**src/rtl/iodec_pkg.sv**
```systemverilog
package iodec_pkg;

   localparam int unsigned CFG_W = 16;

   // modulo-256 sum over the bytes of the marker and the base
   function automatic logic [7:0] cfg_sum(input logic [CFG_W-1:0] mark,
                                          input logic [CFG_W-1:0] base);
      logic [7:0] acc;
      acc = 8'h00;
      for (int i = 0; i < CFG_W / 8; i++) begin
         acc = acc + mark[i*8 +: 8] + base[i*8 +: 8];
      end
      return acc;
   endfunction

endpackage

```
**src/rtl/iodec_cfg_check.sv**
```systemverilog
module iodec_cfg_check
   import iodec_pkg::*;
#(
   parameter logic [CFG_W-1:0] START_MARK = 16'h5A3C
) (
   input  logic [CFG_W-1:0] mark,
   input  logic [CFG_W-1:0] base,
   input  logic [7:0]       csum,
   output logic             ok
);
   logic mark_ok;
   logic sum_ok;

   always_comb begin
      mark_ok = (mark == START_MARK);
      sum_ok  = (cfg_sum(mark, base) == csum);
      ok      = mark_ok && sum_ok;
   end
endmodule

```
**src/rtl/iodec_base_reg.sv**
```systemverilog
module iodec_base_reg #(
   parameter int unsigned W        = 16,
   parameter int unsigned ALIGN    = 4,
   parameter int unsigned OFS_W    = 10,
   parameter logic [W-1:0] RST_VAL = 16'h0300,
   parameter logic [OFS_W-1:0] BASE_OFS = 10'h020
) (
   input  logic             clk,
   input  logic             rst_n,
   input  logic             cfg_valid,
   input  logic             cfg_absent,
   input  logic             cfg_ok,
   input  logic [W-1:0]     cfg_base,
   input  logic             reg_we,
   input  logic [OFS_W-1:0] reg_ofs,
   input  logic [W-1:0]     reg_wdata,
   output logic [W-1:0]     base,
   output logic             busy
);
   localparam int unsigned LOWMASK = (1 << ALIGN) - 1;
   localparam logic [W-1:0] KEEP   = ~W'(LOWMASK);

   if (ALIGN >= W) begin : g_bad_align
      $error("iodec_base_reg: ALIGN must be below W");
   end
   if ((RST_VAL & ~KEEP) != '0) begin : g_bad_rst
      $error("iodec_base_reg: RST_VAL must be aligned");
   end

   logic sw_hit;
   logic cfg_done;
   logic cfg_take;

   always_comb begin
      sw_hit   = reg_we && (reg_ofs == BASE_OFS);
      cfg_done = busy && (cfg_valid || cfg_absent);
      cfg_take = busy && cfg_valid && cfg_ok;
   end

   always_ff @(posedge clk or negedge rst_n) begin
      if (!rst_n) begin
         base <= RST_VAL;
         busy <= 1'b1;
      end else begin
         if (cfg_done) busy <= 1'b0;
         if (sw_hit)        base <= reg_wdata & KEEP;
         else if (cfg_take) base <= cfg_base & KEEP;
      end
   end


   busy_stays_low_chk: assert property (@(posedge clk) disable iff (!rst_n)
      !busy |=> !busy);


   bad_load_keeps_chk: assert property (@(posedge clk) disable iff (!rst_n)
      (busy && (cfg_valid || cfg_absent) && !cfg_ok && !sw_hit) |=> $stable(base));


   base_hold_chk: assert property (@(posedge clk) disable iff (!rst_n)
      (!busy && !sw_hit) |=> $stable(base));


   sw_write_chk: assert property (@(posedge clk) disable iff (!rst_n)
      sw_hit |=> (base == ($past(reg_wdata) & KEEP)));
endmodule

```
**src/rtl/iodec_addr_match.sv**
```systemverilog
module iodec_addr_match #(
   parameter int unsigned ADDR_W = 20,
   parameter int unsigned CMP_W  = 16,
   parameter int unsigned ALIGN  = 4
) (
   input  logic              clk,
   input  logic              rst_n,
   input  logic [ADDR_W-1:0] sa,
   input  logic [CMP_W-1:0]  base,
   input  logic              ior_n,
   input  logic              iow_n,
   input  logic              busy,
   output logic              hit
);
   if (CMP_W > ADDR_W) begin : g_bad_cmp
      $error("iodec_addr_match: CMP_W exceeds ADDR_W");
   end

   logic strobe;
   logic eq;

   assign strobe = !ior_n || !iow_n;

   if (ALIGN == 0) begin : g_full
      assign eq = (sa[CMP_W-1:0] == base);
   end else begin : g_aligned
      logic unused_lo;
      assign eq        = (sa[CMP_W-1:ALIGN] == base[CMP_W-1:ALIGN]);
      assign unused_lo = ^{sa[ALIGN-1:0], base[ALIGN-1:0]};
   end

   if (ADDR_W > CMP_W) begin : g_upper
      logic unused_hi;
      assign unused_hi = ^sa[ADDR_W-1:CMP_W];
   end

   assign hit = strobe && !busy && eq;


   busy_silent_chk: assert property (@(posedge clk) disable iff (!rst_n)
      busy |-> !hit);


   no_strobe_chk: assert property (@(posedge clk) disable iff (!rst_n)
      (ior_n && iow_n) |-> !hit);
endmodule

```
**src/rtl/io_window_decoder.sv**
```systemverilog
module io_window_decoder
   import iodec_pkg::*;
#(
   parameter int unsigned ADDR_W     = 20,
   parameter int unsigned CMP_W      = 16,
   parameter int unsigned ALIGN      = 4,
   parameter int unsigned OFS_W      = 10,
   parameter logic [15:0] RST_BASE   = 16'h0300,
   parameter logic [9:0]  BASE_OFS   = 10'h020,
   parameter logic [15:0] START_MARK = 16'h5A3C
) (
   input  logic              clk,
   input  logic              rst_n,
   input  logic [ADDR_W-1:0] sa,
   input  logic              ior_n,
   input  logic              iow_n,
   input  logic              cs_n,
   input  logic              mem_en,
   input  logic              cfg_valid,
   input  logic              cfg_absent,
   input  logic [15:0]       cfg_mark,
   input  logic [15:0]       cfg_base,
   input  logic [7:0]        cfg_csum,
   input  logic              reg_we,
   input  logic [OFS_W-1:0]  reg_ofs,
   input  logic [CMP_W-1:0]  reg_wdata,
   output logic              io_hit,
   output logic              io_hit_q,
   output logic              cfg_busy,
   output logic [CMP_W-1:0]  base_o
);
   if (CMP_W != CFG_W) begin : g_bad_w
      $error("io_window_decoder: CMP_W must match configuration width");
   end

   logic cfg_ok;
   logic unused_side;

   // chip select and memory enable do not take part in I/O decoding
   assign unused_side = cs_n ^ mem_en;

   iodec_cfg_check #(.START_MARK(START_MARK)) u_chk (
      .mark (cfg_mark),
      .base (cfg_base),
      .csum (cfg_csum),
      .ok   (cfg_ok)
   );

   iodec_base_reg #(
      .W(CMP_W), .ALIGN(ALIGN), .OFS_W(OFS_W),
      .RST_VAL(CMP_W'(RST_BASE)), .BASE_OFS(OFS_W'(BASE_OFS))
   ) u_base (
      .clk        (clk),
      .rst_n      (rst_n),
      .cfg_valid  (cfg_valid),
      .cfg_absent (cfg_absent),
      .cfg_ok     (cfg_ok),
      .cfg_base   (cfg_base),
      .reg_we     (reg_we),
      .reg_ofs    (reg_ofs),
      .reg_wdata  (reg_wdata),
      .base       (base_o),
      .busy       (cfg_busy)
   );

   iodec_addr_match #(.ADDR_W(ADDR_W), .CMP_W(CMP_W), .ALIGN(ALIGN)) u_match (
      .clk   (clk),
      .rst_n (rst_n),
      .sa    (sa),
      .base  (base_o),
      .ior_n (ior_n),
      .iow_n (iow_n),
      .busy  (cfg_busy),
      .hit   (io_hit)
   );

   always_ff @(posedge clk or negedge rst_n) begin
      if (!rst_n) io_hit_q <= 1'b0;
      else        io_hit_q <= io_hit;
   end


   hit_delay_chk: assert property (@(posedge clk) disable iff (!rst_n)
      1'b1 |=> (io_hit_q == $past(io_hit)));
endmodule

```
**config.mk**
```make
export PLATFORM = sky130hd
export DESIGN_NAME = io_window_decoder
export DESIGN_NICKNAME = d
export VERILOG_FILES = /design/src/rtl/iodec_pkg.sv /design/src/rtl/iodec_cfg_check.sv /design/src/rtl/iodec_base_reg.sv /design/src/rtl/iodec_addr_match.sv /design/src/rtl/io_window_decoder.sv
export SDC_FILE = /design/constraint.sdc
export NUM_CORES = 1
export LEC_CHECK = 0
export CORE_ASPECT_RATIO = 0.6
export CORE_MARGIN = 4
export CORE_UTILIZATION = 33
export CTS_BUF_LIST = sky130_fd_sc_hd__clkbuf_8 sky130_fd_sc_hd__clkbuf_16
export CTS_CLUSTER_SIZE = 20
export DETAILED_ROUTE_END_ITERATION = 6
export PLACE_DENSITY_LB_ADDON = 0.3
export SETUP_SLACK_MARGIN = 0.5
export SLEW_MARGIN = 20
export SYNTH_ARGS = -nofsm -noshare
export SYNTH_HDL_FRONTEND = slang
export SYNTH_HIERARCHICAL = 1
export SYNTH_SLANG_ARGS = --single-unit
```
**constraint.sdc**
```tcl
create_clock -name clk -period 1.5 [get_ports clk]
set_input_delay 0.3 -clock clk [delete_from_list [all_inputs] [get_ports clk]]
set_output_delay 0.3 -clock clk [all_outputs]
set_load 0.02 [all_outputs]
```
==> flow_metrics.env <==
export IMPL_port_buffers=95
export IMPL_routedWlPerCell_um=16.6
export IMPL_via_per_inst=4.42
export IMPL_finalSetupViolations=13
export IMPL_crit_chain="buf_6 > fa_1 > inv_2 > fa_1 > inv_2 > ha_4 > fa_2 > buf_6 > nand3_2 > nand2_2 > a31oi_4 > xnor2_2 > nor4_2 > nand3_2 > buf_12 > mux2_4 > mux2_4"
export IMPL_grt_max_degree=15
export IMPL_cts_htree_levels=1
export IMPL_syn_mean_instance_area_sq_um=12.0
export IMPL_ys_seq_elements=14
export IMPL_crit_arrival_ps=3820
export IMPL_cap_viol_max_count=0
export IMPL_power_w=0.00213
export IMPL_vias=1515
export IMPL_diodes=0
export IMPL_utilization_pct=70.1
export IMPL_area_growth_pct=98.8
export IMPL_drive_gt1_share_pct=44.6
export IMPL_clock_latency_ps=260
export IMPL_status="complete, but fails checks"
export IMPL_layout_commonest_cell="clkdlybuf4s50_1"
export IMPL_p_leak_nw=1.56
export IMPL_cts_tree="built"
export IMPL_cts_sinks=14
export IMPL_grt_overflow_total=0
export IMPL_yosys_area_top_type_share_pct=16.8
export IMPL_root_buffer="clkbuf_8"
export IMPL_hold_path_class="in -> async"
export IMPL_synth_top_cell_by_area="fa_1"
export IMPL_crit_slowest_cell="fa_1"
export IMPL_grt_pass1_wl_um=8580
export IMPL_failed_checks="setup timing"
export IMPL_period_minus_slack_ps=3670
export IMPL_yosysUniqueCellTypes=34
export IMPL_synthCells=139
export IMPL_place_gp_congestion=0.794
export IMPL_drc=0
export IMPL_coreArea_sq_um=4730
export IMPL_cp_data_required_time_ps=1650
export IMPL_hold_viol_final=0
export IMPL_fp_row_count=19
export IMPL_fin_crit_sh_pct=245
export IMPL_vdd_drop_max_mv=0.367
export IMPL_dieArea_sq_um=6290
export IMPL_dr_pass1_iters=3
export IMPL_start_util_pct=35.3
export IMPL_cts_hold_fix_buffers=0
export IMPL_crit_fanout=6
export IMPL_drt_wl_total_um=5700
export IMPL_finalMaxSlewViolations=0
export IMPL_crit_type="in -> reg"
export IMPL_critPathTopFamily="adder cells"
export IMPL_antenna_found_initial=0
export IMPL_skew_ps=9.14
export IMPL_dp_hpwl_um=4690
export IMPL_die_height_um=63.1
export IMPL_synth_seq_area_share_pct=21.2
export IMPL_worstSetupStartpointType="input pin"
export IMPL_ant_nets=0
export IMPL_post_place_ws_ps=-2690
export IMPL_fmax_ghz=0.272
export IMPL_grt_pass1_vias=1616
export IMPL_grt_usage_pct=17.8
export IMPL_setup_tns_ps=-26480
export IMPL_clk_pin_slew_ps=70
export IMPL_timing_final_ws_setup_ps=-2170
export IMPL_fin_nets=397
export IMPL_critPathMaxStageDelay_ps=540
export IMPL_synth_warnings=6
export IMPL_synthTopCellsByArea="fa_1, dfrtp_1, mux2_4"
export IMPL_cp_num_buf_inv=5
export IMPL_cts_buffer_depth=2
export IMPL_io_pins=114
export IMPL_power_density_nw_per_um2=641
export IMPL_end_kind="flop"
export IMPL_die_x_um=99.8
export IMPL_mostFrequentLayoutCells="clkdlybuf4s50_1, buf_6, buf_4"
export IMPL_netlist_area_sq_um=1670
export IMPL_grt_setup_unrepaired="yes"
export IMPL_dr_first_iter_drc_count=35
export IMPL_numCtsBuffers=3
## report_power, final
| part | switching (W) | internal (W) | total, W |
|---|---|---|---|
| Combinational | 0.000597 | 0.000809 | 0.00141 |
| Clock | 0.000151 | 0.000182 | 0.000333 |
| Sequential | 0.00000453 | 0.000384 | 0.000388 |
| Total | 0.000753 | 0.00137 | 0.00213 |
## flip-flops by register name, indices dropped and copies added (netlist names)
| name | cells |
|---|---|
| io_hit_q | 1 |
| u_base/busy | 1 |
| u_base/base | 12 |
## routing by layer
metal	routed length [um]	track usage, %	share of wire (%)	vias to the layer above
met4	50	3.92	0.88	0
li1	-	-	-	749
met5	0	0	0	-
met1	2700	25.3	47	697
met3	365	3.97	6.4	6
met2	2580	27.7	45	63
## timing repair
item                       4_1_cts  5_1_grt
buffers inserted                 4        3
gates cloned                     1        0
pin swaps                       14       20
hold endpoints to repair         0        0
setup endpoints to repair       28       28
gates resized for setup        135       23
## final timing paths
kind / start / end / slack [ps] / depth (start not counted)
min in group clk: cfg_base[6] / u_base/base[6]$_DFFE_PN0P_ / 470 / 3
setup / recovery: cfg_base[1] / u_base/base[4]$_DFFE_PN0P_ / -2170 / 17
max in group asynchronous: rst_n / u_base/base[8]$_DFFE_PN1P_ / 890 / 2
hold / removal: rst_n / u_base/base[13]$_DFFE_PN0P_ / 350 / 2
setup reg to reg: u_base/busy$_DFFE_PN1P_ / u_base/base[4]$_DFFE_PN0P_ / -130 / 5
hold reg to reg: u_base/busy$_DFFE_PN1P_ / u_base/busy$_DFFE_PN1P_ / 620 / 2
## logic make-up after synthesis
family / Yosys count / synth area share [%]
XOR/XNOR: 30 / 16.7
AO/OA/AOI/OAI: 7 / 2.70
AND/OR/NAND/NOR: 23 / 12.8
adder cells (fa/ha/maj): 21 / 22.1
multiplexers: 24 / 18.5
flip-flops: 14 / 21.2
buffers and inverters: 19 / 5.85
other: 1 / 0.225
## cell type report
cell class,instances,area (sq um)
Clock buffer,3,41.3
Clock inverter,1,3.75
Tap cell,63,78.8
Fill cell,354,1420
Timing Repair Buffer,140,1410
Sequential cell,14,358
Multi-Input combinational cell,109,1370
Inverter,13,48.8
## cells in the mapped netlist, drive strengths merged
| cell | count |
|---|---|
| dfstp | 3 |
| o21bai | 1 |
| xor2 | 12 |
| fa | 14 |
| nor3 | 1 |
| nor3b | 2 |
| a21oi | 2 |
| nor4b | 1 |
| nor4bb | 1 |
| nor4 | 5 |
| nand2 | 1 |
| mux2 | 24 |
| buf | 6 |
| nor2 | 2 |
| dfrtp | 11 |
| ha | 7 |
| inv | 13 |
| conb | 1 |
| a31oi | 1 |
| or4b | 1 |
| xnor2 | 18 |
| a211oi | 1 |
| o22ai | 1 |
| a21o | 1 |
| nand3 | 6 |
| nand4 | 3 |
## metrics by stage
step / hold WS [ps] / instances / cell area [sq um]
6_report: 349 / 343 / 3320
5_1_grt: 374 / 343 / 3320
4_1_cts: 358 / 340 / 3180
3_5_place_dp: 632 / 331 / 3000
3_3_place_gp: 627 / 331 / 3000
2_1_floorplan: 4.41 / 142 / 1720
Power figures use the tool's default switching activity.
